===== src/rtl/bnn_pkg.sv =====
package bnn_pkg;

   typedef enum logic [1:0] {
      ST_IDLE  = 2'd0,
      ST_ACCUM = 2'd1,
      ST_DONE  = 2'd2
   } eng_state_e;

endpackage


===== src/rtl/bnn_word_dot.sv =====
module bnn_word_dot #(
   parameter int WORD_W   = 32,
   parameter int SUM_W    = 16,
   parameter bit POP_TREE = 1'b1,
   parameter int LANE_W   = $clog2(WORD_W + 1)
) (
   input  logic [WORD_W-1:0]       act_i,
   input  logic [WORD_W-1:0]       wgt_i,
   input  logic [LANE_W-1:0]       keep_i,
   output logic signed [SUM_W-1:0] contrib_o
);

   localparam int PAD = SUM_W - LANE_W;

   logic [WORD_W-1:0] lane_mask;
   logic [WORD_W-1:0] diff;
   logic [LANE_W-1:0] pop_sum;

   initial begin : prm_chk
      assert (PAD >= 2) else $error("SUM_W too narrow for lane count");
      assert (!POP_TREE || ((WORD_W & (WORD_W - 1)) == 0))
         else $error("tree popcount needs a power-of-two word");
   end

   always_comb begin
      for (int i = 0; i < WORD_W; i++) begin
         lane_mask[i] = (LANE_W'(i) < keep_i);
      end
   end

   assign diff = (act_i ^ wgt_i) & lane_mask;

   generate
      if (POP_TREE) begin : g_tree
         logic [LANE_W-1:0] node [1:2*WORD_W-1];
         for (genvar g = 0; g < WORD_W; g++) begin : g_leaf
            assign node[WORD_W+g] = LANE_W'(diff[g]);
         end
         for (genvar g = 1; g < WORD_W; g++) begin : g_node
            assign node[g] = node[2*g] + node[2*g+1];
         end
         assign pop_sum = node[1];
      end else begin : g_chain
         always_comb begin
            pop_sum = '0;
            for (int i = 0; i < WORD_W; i++) begin
               pop_sum = pop_sum + LANE_W'(diff[i]);
            end
         end
      end
   endgenerate

   assign contrib_o = $signed({{PAD{1'b0}}, keep_i})
                    - $signed({{(PAD-1){1'b0}}, pop_sum, 1'b0});

endmodule


===== src/rtl/bnn_accum.sv =====
module bnn_accum #(
   parameter int SUM_W    = 16,
   parameter int STEP_MAX = 32
) (
   input  logic                    clk,
   input  logic                    rst_n,
   input  logic                    clr_i,
   input  logic                    add_i,
   input  logic signed [SUM_W-1:0] val_i,
   output logic signed [SUM_W-1:0] acc_o
);

   always_ff @(posedge clk or negedge rst_n) begin
      if (!rst_n) begin
         acc_o <= '0;
      end else if (clr_i) begin
         acc_o <= '0;
      end else if (add_i) begin
         acc_o <= acc_o + val_i;
      end
   end


   step_bound_chk: assert property (@(posedge clk) disable iff (!rst_n)
      (add_i && !clr_i) |=>
         ((int'(acc_o) - int'($past(acc_o)) <= STEP_MAX) &&
          (int'(acc_o) - int'($past(acc_o)) >= -STEP_MAX)));

endmodule


===== src/rtl/bnn_ctrl.sv =====
module bnn_ctrl
   import bnn_pkg::*;
#(
   parameter int WORD_W = 32,
   parameter int CNT_W  = 8,
   parameter int LANE_W = $clog2(WORD_W + 1)
) (
   input  logic              clk,
   input  logic              rst_n,
   input  logic              start_i,
   input  logic [CNT_W-1:0]  num_words_i,
   input  logic [LANE_W-1:0] last_valid_i,
   input  logic              in_valid_i,
   input  logic              res_ready_i,
   output logic              in_ready_o,
   output logic              res_valid_o,
   output logic              clr_o,
   output logic              add_o,
   output logic [LANE_W-1:0] keep_o
);

   localparam logic [LANE_W-1:0] FULL_K = LANE_W'(WORD_W);

   eng_state_e        state;
   logic [CNT_W-1:0]  remain;
   logic [LANE_W-1:0] last_k;
   logic [LANE_W-1:0] k_norm;

   assign k_norm = ((last_valid_i == '0) || (last_valid_i > FULL_K)) ? FULL_K : last_valid_i;

   assign clr_o       = (state == ST_IDLE) && start_i && (num_words_i != '0);
   assign in_ready_o  = (state == ST_ACCUM);
   assign add_o       = in_ready_o && in_valid_i;
   assign res_valid_o = (state == ST_DONE);
   assign keep_o      = (remain == CNT_W'(1)) ? last_k : FULL_K;

   always_ff @(posedge clk or negedge rst_n) begin
      if (!rst_n) begin
         state  <= ST_IDLE;
         remain <= '0;
         last_k <= '0;
      end else begin
         case (state)
            ST_IDLE: begin
               if (clr_o) begin
                  state  <= ST_ACCUM;
                  remain <= num_words_i;
                  last_k <= k_norm;
               end
            end
            ST_ACCUM: begin
               if (in_valid_i) begin
                  remain <= remain - 1'b1;
                  if (remain == CNT_W'(1)) state <= ST_DONE;
               end
            end
            ST_DONE: begin
               if (res_ready_i) state <= ST_IDLE;
            end
            default: state <= ST_IDLE;
         endcase
      end
   end

   logic [CNT_W-1:0] hs_cnt;
   logic [CNT_W-1:0] hs_tgt;

   always_ff @(posedge clk or negedge rst_n) begin
      if (!rst_n) begin
         hs_cnt <= '0;
         hs_tgt <= '0;
      end else if (clr_o) begin
         hs_cnt <= '0;
         hs_tgt <= num_words_i;
      end else if (add_o) begin
         hs_cnt <= hs_cnt + 1'b1;
      end
   end


   word_count_chk: assert property (@(posedge clk) disable iff (!rst_n)
      $rose(res_valid_o) |-> (hs_cnt == hs_tgt));


   ready_low_pending_chk: assert property (@(posedge clk) disable iff (!rst_n)
      res_valid_o |-> !in_ready_o);


   result_hold_chk: assert property (@(posedge clk) disable iff (!rst_n)
      (res_valid_o && !res_ready_i) |=> res_valid_o);

endmodule


===== src/rtl/bnn_neuron_engine.sv =====
module bnn_neuron_engine #(
   parameter int WORD_W   = 32,
   parameter int SUM_W    = 16,
   parameter int CNT_W    = 8,
   parameter bit POP_TREE = 1'b1,
   parameter int LANE_W   = $clog2(WORD_W + 1)
) (
   input  logic              clk,
   input  logic              rst_n,
   input  logic              start_i,
   input  logic [CNT_W-1:0]  num_words_i,
   input  logic [LANE_W-1:0] last_valid_i,
   input  logic [WORD_W-1:0] act_i,
   input  logic [WORD_W-1:0] wgt_i,
   input  logic              in_valid_i,
   output logic              in_ready_o,
   output logic              res_valid_o,
   input  logic              res_ready_i,
   output logic              res_bit_o,
   output logic [SUM_W-1:0]  res_sum_o
);

   localparam longint MAX_MAG = longint'(WORD_W) * ((longint'(1) << CNT_W) - 1);

   initial begin : prm_chk
      assert (MAX_MAG < (longint'(1) << (SUM_W - 1)))
         else $error("SUM_W cannot hold the largest fan-in sum");
      assert (WORD_W >= 2) else $error("WORD_W must be at least 2");
   end

   logic                    clr;
   logic                    add;
   logic [LANE_W-1:0]       keep;
   logic signed [SUM_W-1:0] contrib;
   logic signed [SUM_W-1:0] acc;

   bnn_ctrl #(
      .WORD_W (WORD_W),
      .CNT_W  (CNT_W),
      .LANE_W (LANE_W)
   ) i_ctrl (
      .clk          (clk),
      .rst_n        (rst_n),
      .start_i      (start_i),
      .num_words_i  (num_words_i),
      .last_valid_i (last_valid_i),
      .in_valid_i   (in_valid_i),
      .res_ready_i  (res_ready_i),
      .in_ready_o   (in_ready_o),
      .res_valid_o  (res_valid_o),
      .clr_o        (clr),
      .add_o        (add),
      .keep_o       (keep)
   );

   bnn_word_dot #(
      .WORD_W   (WORD_W),
      .SUM_W    (SUM_W),
      .POP_TREE (POP_TREE),
      .LANE_W   (LANE_W)
   ) i_dot (
      .act_i     (act_i),
      .wgt_i     (wgt_i),
      .keep_i    (keep),
      .contrib_o (contrib)
   );

   bnn_accum #(
      .SUM_W    (SUM_W),
      .STEP_MAX (WORD_W)
   ) i_accum (
      .clk   (clk),
      .rst_n (rst_n),
      .clr_i (clr),
      .add_i (add),
      .val_i (contrib),
      .acc_o (acc)
   );

   assign res_sum_o = acc;
   assign res_bit_o = (acc > 0);


   sum_stable_chk: assert property (@(posedge clk) disable iff (!rst_n)
      (res_valid_o && !res_ready_i) |=> ($stable(res_sum_o) && $stable(res_bit_o)));


   contrib_range_chk: assert property (@(posedge clk) disable iff (!rst_n)
      add |-> ((int'(contrib) <= int'(keep)) && (int'(contrib) >= -int'(keep))));


   clear_on_start_chk: assert property (@(posedge clk) disable iff (!rst_n)
      clr |=> (res_sum_o == '0) && in_ready_o);

endmodule


===== config.mk =====
export PLATFORM = sky130hd
export DESIGN_NAME = bnn_neuron_engine
export DESIGN_NICKNAME = d
export VERILOG_FILES = /design/src/rtl/bnn_pkg.sv /design/src/rtl/bnn_word_dot.sv /design/src/rtl/bnn_accum.sv /design/src/rtl/bnn_ctrl.sv /design/src/rtl/bnn_neuron_engine.sv
export SDC_FILE = /design/constraint.sdc
export NUM_CORES = 1
export LEC_CHECK = 0
export BUFFER_PORTS_ARGS = -buffer_cell sky130_fd_sc_hd__buf_4
export CORE_UTILIZATION = 25
export CTS_CLUSTER_DIAMETER = 30
export CTS_CLUSTER_SIZE = 40
export DETAILED_ROUTE_END_ITERATION = 6
export PLACE_DENSITY = 0.4
export SLEW_MARGIN = 25
export SYNTH_ARGS = -nofsm -noshare
export SYNTH_HDL_FRONTEND = slang
export SYNTH_SLANG_ARGS = --single-unit

===== constraint.sdc =====
create_clock -name clk -period 18 [get_ports clk]
set_input_delay 3.6 -clock clk [delete_from_list [all_inputs] [get_ports clk]]
set_output_delay 3.6 -clock clk [all_outputs]
set_load 0.01 [all_outputs]

==> results of run 1 <==
cells in the mapped netlist (4+ instances only):
cell,instances,area [um^2]
sky130_fd_sc_hd__a21oi_1,43,215
sky130_fd_sc_hd__nand2_1,62,233
sky130_fd_sc_hd__ha_1,29,363
sky130_fd_sc_hd__clkbuf_1,12,45.0
sky130_fd_sc_hd__nand4_1,4,25.0
sky130_fd_sc_hd__xor2_1,27,236
sky130_fd_sc_hd__and3_1,5,31.3
sky130_fd_sc_hd__inv_1,37,139
sky130_fd_sc_hd__nor2_1,34,128
sky130_fd_sc_hd__nand3_1,5,25.0
sky130_fd_sc_hd__nor3_1,5,25.0
sky130_fd_sc_hd__xnor2_1,24,210
sky130_fd_sc_hd__fa_1,26,521
sky130_fd_sc_hd__o21ai_0,47,235
sky130_fd_sc_hd__nand2b_1,10,62.6
sky130_fd_sc_hd__a21o_1,10,75.1
sky130_fd_sc_hd__dfrtp_1,32,801
sky130_fd_sc_hd__nor2b_1,8,50.1
worst paths after layout:
kind                                         startpoint                            end  slack (ns)  cells past startpoint
min in group asynchronous                         rst_n   i_ctrl.remain[4]$_DFFE_PN0P_        3.26                      1
max in group asynchronous                         rst_n   i_ctrl.last_k[0]$_DFFE_PN0P_       14.43                      1
setup / recovery                              wgt_i[17]  i_accum.acc_o[15]$_DFFE_PN0P_        6.72                     27
setup reg to reg           i_ctrl.remain[4]$_DFFE_PN0P_  i_accum.acc_o[15]$_DFFE_PN0P_        8.08                     29
hold / removal             i_ctrl.last_k[5]$_DFFE_PN0P_   i_ctrl.last_k[5]$_DFFE_PN0P_        0.48                      2
hold reg to reg            i_ctrl.last_k[5]$_DFFE_PN0P_   i_ctrl.last_k[5]$_DFFE_PN0P_        0.48                      2
cells by family after synthesis:
kind of cell,count (synthesis)
xor gates and xnor gates,51
and+or+nand+nor,153
buffers and inverters,55
DFF,32
adders and majority gates,55
AOI/OAI and AO/OA,127
sequential cells by signal, indices dropped and copies added (netlist names):
signal and cells:
i_accum.acc_o 16, i_ctrl.remain 8, i_ctrl.last_k 6, i_ctrl.state 2
area by class of cell:
type                    instances  area [um^2]  share of cell area, %
clock buffers                   7          153                   3.11
clock inverters                 1         30.0                  0.612
inverters                      39          149                   3.04
multi-input cells             386         2780                   56.8
flip-flops and latches         32          801                   16.3
well taps                     184          230                   4.69
repair buffers                101          758                   15.5
per-layer routing:
metal  vias up  wire length, um  track usage [%]
met4         0              350             5.74
met1      1658             5140             18.8
met5         -                0                0
li1       1785                -                -
met2       113             5320             26.3
met3        21              611             2.57
worst max-delay path: stages:
cell	delay [ns]
sky130_fd_sc_hd__buf_4	0.11
sky130_fd_sc_hd__xor2_1	0.16
sky130_fd_sc_hd__o21ai_0	0.14
sky130_fd_sc_hd__fa_1	0.54
sky130_fd_sc_hd__fa_1	0.55
sky130_fd_sc_hd__inv_1	0.05
sky130_fd_sc_hd__fa_1	0.50
sky130_fd_sc_hd__inv_1	0.05
sky130_fd_sc_hd__fa_1	0.46
sky130_fd_sc_hd__fa_1	0.53
sky130_fd_sc_hd__fa_1	0.55
sky130_fd_sc_hd__inv_1	0.04
sky130_fd_sc_hd__ha_1	0.22
sky130_fd_sc_hd__fa_1	0.41
sky130_fd_sc_hd__xnor2_1	0.14
sky130_fd_sc_hd__ha_1	0.31
sky130_fd_sc_hd__nor2b_1	0.14
sky130_fd_sc_hd__o21ai_0	0.21
sky130_fd_sc_hd__a21boi_0	0.16
sky130_fd_sc_hd__o22ai_1	0.74
sky130_fd_sc_hd__ha_1	0.45
sky130_fd_sc_hd__a21oi_1	0.32
sky130_fd_sc_hd__o211ai_1	0.14
sky130_fd_sc_hd__o21ai_0	0.22
sky130_fd_sc_hd__a21oi_1	0.11
sky130_fd_sc_hd__or2_2	0.33
sky130_fd_sc_hd__a22o_1	0.22
metrics by stage:
stage / hold WS, ns / setup slack (ns) / cell area [um^2]
after floorplan: 0.443 / 7.30 / 3800
after global placement: 0.467 / 6.62 / 4720
after detailed placement: 0.470 / 6.52 / 4720
after CTS: 0.482 / 6.79 / 4900
after global routing: 0.542 / 6.21 / 4900
final: 0.477 / 6.72 / 4900
==> run metrics, run 1 <==
required time of the critical path ~18 ns; largest net degree at the start of global routing 33; area of the die 15700 um^2; average instance area after synthesis about 8 um^2; DIE WIDTH 125 um; share of flip-flops with an asynchronous set or reset 100%; Detail Placement HPWL 9.27 mm; Starting DRT DRC Count 177; largest fanout on the critical path 10; final core utilization between 30% and 40%; xor and xnor fraction of the mapped netlist area 11.7%; flip-flop and latch count after synthesis 32; kind of start point of the critical path primary input; fin cells 750; initial antenna violation count 0; type of the worst setup path primary input to register; most frequent cells in the layout 101 x sky130_fd_sc_hd__buf_4, 62 x sky130_fd_sc_hd__nand2_1, 47 x sky130_fd_sc_hd__o21ai_0; hold bufs inserted after CTS 0; Final Net Count between 700 and 800; post-synthesis share of cell area spent on full adders, half adders and majority gates 23.2%; number of I/O port buffers 101; Via Count 3577; # IOs approximately 100; drt drc 13; summed negative setup slack over all endpoints 0 ns; number of standard cells after synthesis about 470; combinational family with the most area after synthesis adder cells; count of distinct cell types in the synthesized netlist 51; Worst setup EP type register; clock latency on the worst-skew pair 0.28 ns; crit path time final around 11 ns; total clock sinks 32; worst min-delay path class register to register; Final GP Congestion between 0.8 and 0.9; Rel. slew slack 37.6%; initial core utilization between 20% and 30%; post-route clock skew 0.00335 ns; area fraction in compound gates after synthesis 19.1%; buffer count from post-CTS setup fixing 0; Syn Nets 611; Final Setup Violations 0; data arrival time of the critical path 11.44 ns; number of enable-type register cells in the synthesized netlist 0; share of the cycle needed by the critical path after routing 62.7%; # resized after CTS 0; most common cell after layout, fill and taps aside sky130_fd_sc_hd__buf_4; global-route wire length before repair about 19 mm; H-tree depth 2; post-synthesis cell area 3800 um^2; Pins Over Slew Limit 0; share of synthesized area occupied by flip-flops and latches 21.1%; multiplexer area fraction after synthesis 0%; Bufs on Longest Clock Path 2; prevailing post-synth register cell sky130_fd_sc_hd__dfrtp_1; area grow syn2layout 28.9%; clock tree root buffer cell sky130_fd_sc_hd__clkbuf_16; gr ovfl total 0; fraction of final layout cells with drive strength greater than 1 between 20% and 30%; Fin. Hold Viols 0; count of fill cells added during filler insertion 1563; total wire length approximately 11 mm; detailed-routing iteration count for the pre-antenna-repair pass 6; CTS tree built; worst slew pin tran 0.936 ns; number of global-route vias before repair 3705; number of warnings printed during yosys synthesis 0; row cnt 44; antenna diode instance count 0; number of placed cells counting well taps 742; Max Cap Viol 0; CTS Buf Count 5; number of nets with antenna violations after routing 0; outcome finished, violations left; Overall Global Routing Usage between 15 and 20%; vertical extent of the die 125 um; area share of and/or/nand/nor cells after synthesis 19.1%; unrepaired setup endpoints after global routing no; violated checks design-rule violations; maximum frequency from static timing analysis 88.7 MHz; wire per inst between 15 and 20 um; via count normalized by instance count 4.77; clock slew at the register clock pins of the worst setup and hold paths about 0.05 ns; area of the placeable core 14700 um^2
Power of run 1 is left out: the tool's default activity adds up to more than one toggle a clock period on the data nets, which glitch-free logic cannot reach.
==> run 2: changes to the inputs <==
--- a/config.mk
+++ b/config.mk
@@ -10,7 +10,7 @@
 export CTS_CLUSTER_DIAMETER = 30
 export CTS_CLUSTER_SIZE = 40
 export DETAILED_ROUTE_END_ITERATION = 6
-export PLACE_DENSITY = 0.4
+export PLACE_DENSITY = 0.42
 export SLEW_MARGIN = 25
 export SYNTH_ARGS = -nofsm -noshare
 export SYNTH_HDL_FRONTEND = slang
==> constraint.sdc (replaced) <==
create_clock -name clk -period 9.25 [get_ports clk]
set_input_delay 1.85 -clock clk [delete_from_list [all_inputs] [get_ports clk]]
set_output_delay 1.85 -clock clk [all_outputs]
set_load 0.01 [all_outputs]
==> run 2 against run 1 <==
  * The run still ends with design-rule violations left
  * Setup slack worse by 6.3 ns
  * Cell count is 1.1% higher
  * First-iteration DRC count is 12% higher
  * Critical path depth stayed put
  * Die area stayed put
  * Largest cell class unchanged
==> run metrics, run 2 (synthesized netlist as in run 1, its figures left out) <==
maximum frequency from static timing analysis between 100 and 150 MHz; unrepaired setup endpoints after global routing no; count of fill cells added during filler insertion 1557 (-0.38%); DIE WIDTH 125 um (unchanged); total clock sinks 32 (unchanged); worst slew pin tran 0.854 ns (-0.0817 ns); worst min-delay path class register to register; Worst setup EP type register; Final GP Congestion 0.930 (+15%); detailed route wirelength on metal2 5.70 mm (+7.1%); area of the placeable core 14700 um^2 (unchanged); r2r setup slk 0.60 ns (-7.48 ns); detailed-routing iteration count for the pre-antenna-repair pass 7 (+1); highest metal layer with signal wires met4; type of the worst setup path primary input to register; global-route wire length before repair 19.2 mm (+1.4%); gr ovfl total 0 (unchanged); met3 wire length 598 um (-2.1%); fraction of final layout cells with drive strength greater than 1 22.6% (+2.3 points); number of cells on the critical path 27 (unchanged); area grow syn2layout 31.1%; largest reg by FF count i_accum.acc_o; crit path capture i_accum.acc_o[15]$_DFFE_PN0P_; kind of start point of the critical path primary input; Via Count 3593 (+0.45%); capture point of the worst reg-to-reg path i_accum.acc_o[15]$_DFFE_PN0P_; vertical extent of the die 125 um (unchanged); area of the die 15700 um^2 (unchanged); Final Setup Violations 0 (unchanged); Final Net Count 711 (+1.1%); outcome finished, violations left; Max Cap Viol 0 (unchanged); violated checks design-rule violations; worst reg-to-reg path cell count 32 (+10%); wire per inst 15.1 um (-0.55%); most common cell after layout, fill and taps aside sky130_fd_sc_hd__buf_4; data arrival time of the critical path 9.00 ns (-2.44 ns); count of buffer and inverter cells on the critical path 3 (-1); M1 WL 4.98 mm (-3.1%); drt drc 13 (unchanged); Rel. slew slack 43.0% (+5.4 points); required time of the critical path 9.42 ns (-8.75 ns); largest registers i_accum.acc_o x16, i_ctrl.remain x8, i_ctrl.last_k x6; total wire length 11.5 mm (+0.51%); H-tree depth 2 (unchanged); delay of the slowest cell on the worst path 0.60 ns (-0.14 ns); initial core utilization 25.9% (unchanged); buffer count from post-CTS setup fixing 0 (unchanged); Fin. Hold Viols 0 (unchanged); Starting DRT DRC Count 199 (+12%); # IOs 102 (unchanged); largest fanout on the critical path 5 (-5); number of I/O port buffers 101 (unchanged); largest net degree at the start of global routing 33 (unchanged); hold bufs inserted after CTS 0 (unchanged); Pins Over Slew Limit 0 (unchanged); initial antenna violation count 0 (unchanged); row cnt 44 (unchanged); clock slew at the register clock pins of the worst setup and hold paths 0.06 ns (about the same); share of the cycle needed by the critical path after routing ~95%; Bufs on Longest Clock Path 2 (unchanged); launch point of the worst path wgt_i[7]; post-route clock skew 0.00581 ns (+0.00246 ns); number of nets with antenna violations after routing 0 (unchanged); via count normalized by instance count 4.74 (-0.61%); worst reg2reg startpoint i_ctrl.remain[4]$_DFFE_PN0P_; most frequent cells in the layout 109 x sky130_fd_sc_hd__buf_4, 62 x sky130_fd_sc_hd__nand2_1, 45 x sky130_fd_sc_hd__o21ai_0; summed negative setup slack over all endpoints 0 ns (unchanged); max reg flops 16 (unchanged); family with the most delay on the worst path adder cells; clock tree root buffer cell sky130_fd_sc_hd__clkbuf_16; clock latency on the worst-skew pair 0.28 ns (about the same); CTS Buf Count 5 (unchanged); Slowest cell on crit path sky130_fd_sc_hd__fa_1; Detail Placement HPWL 9.29 mm (+0.28%); Overall Global Routing Usage 15.4% (+0.24 points); crit path time final 8.83 ns; most prevalent standard cell on the critical path sky130_fd_sc_hd__fa_1; antenna diode instance count 0 (unchanged); number of global-route vias before repair 3754 (+1.3%); CTS tree built; # resized after CTS 0 (unchanged)
## run 2: metrics by stage
step,util (%),worst slack [ns],std cells,area [um^2],hold WS [ns]
finish,33.9,0.420,758,4980,0.483
global route,33.9,0.00219,758,4980,0.527
CTS,33.8,0.328,758,4960,0.489
detailed placement,32.5,0.0520,750,4780,0.477
global placement,32.5,0.0590,750,4780,0.468
floorplan,-,0.304,473,3800,0.443
## run 2: final cells by class
class                           instances  area, um^2  share of cell area (%)
Sequential cell                        32         801                    16.1
Inverter                               39         149                    2.99
Clock inverter                          1        30.0                   0.602
Tap cell                              184         230                    4.62
Clock buffer                            7         153                    3.06
Multi-Input combinational cell        386        2800                    56.3
Timing Repair Buffer                  109         818                    16.4
## run 2: worst min path at each step
stage / startpoint / end / slack, ns / cells after the start
after detailed placement: i_ctrl.last_k[5]$_DFFE_PN0P_ / i_ctrl.last_k[5]$_DFFE_PN0P_ / 0.48 / 2
after floorplan: i_ctrl.last_k[5]$_DFFE_PN0P_ / i_ctrl.last_k[5]$_DFFE_PN0P_ / 0.44 / 2
after CTS: i_ctrl.last_k[5]$_DFFE_PN0P_ / i_ctrl.last_k[5]$_DFFE_PN0P_ / 0.49 / 2
after global placement: i_ctrl.last_k[5]$_DFFE_PN0P_ / i_ctrl.last_k[5]$_DFFE_PN0P_ / 0.47 / 2
after global routing: i_ctrl.last_k[5]$_DFFE_PN0P_ / i_ctrl.last_k[5]$_DFFE_PN0P_ / 0.53 / 2
final: i_ctrl.last_k[5]$_DFFE_PN0P_ / i_ctrl.last_k[5]$_DFFE_PN0P_ / 0.48 / 2
## run 2: tightest hold or removal path, stage by stage (launching register included)
cell and delay (ns):
sky130_fd_sc_hd__dfrtp_1 0.34, sky130_fd_sc_hd__nand2_1 0.05, sky130_fd_sc_hd__o21ai_0 0.06
## run 2: layer usage
layer	track usage [%]	vias up
met5	0	-
met4	4.52	0
met3	2.40	11
met2	27.1	96
met1	19.4	1685
li1	-	1801
Power of run 2 is left out for the same reason.
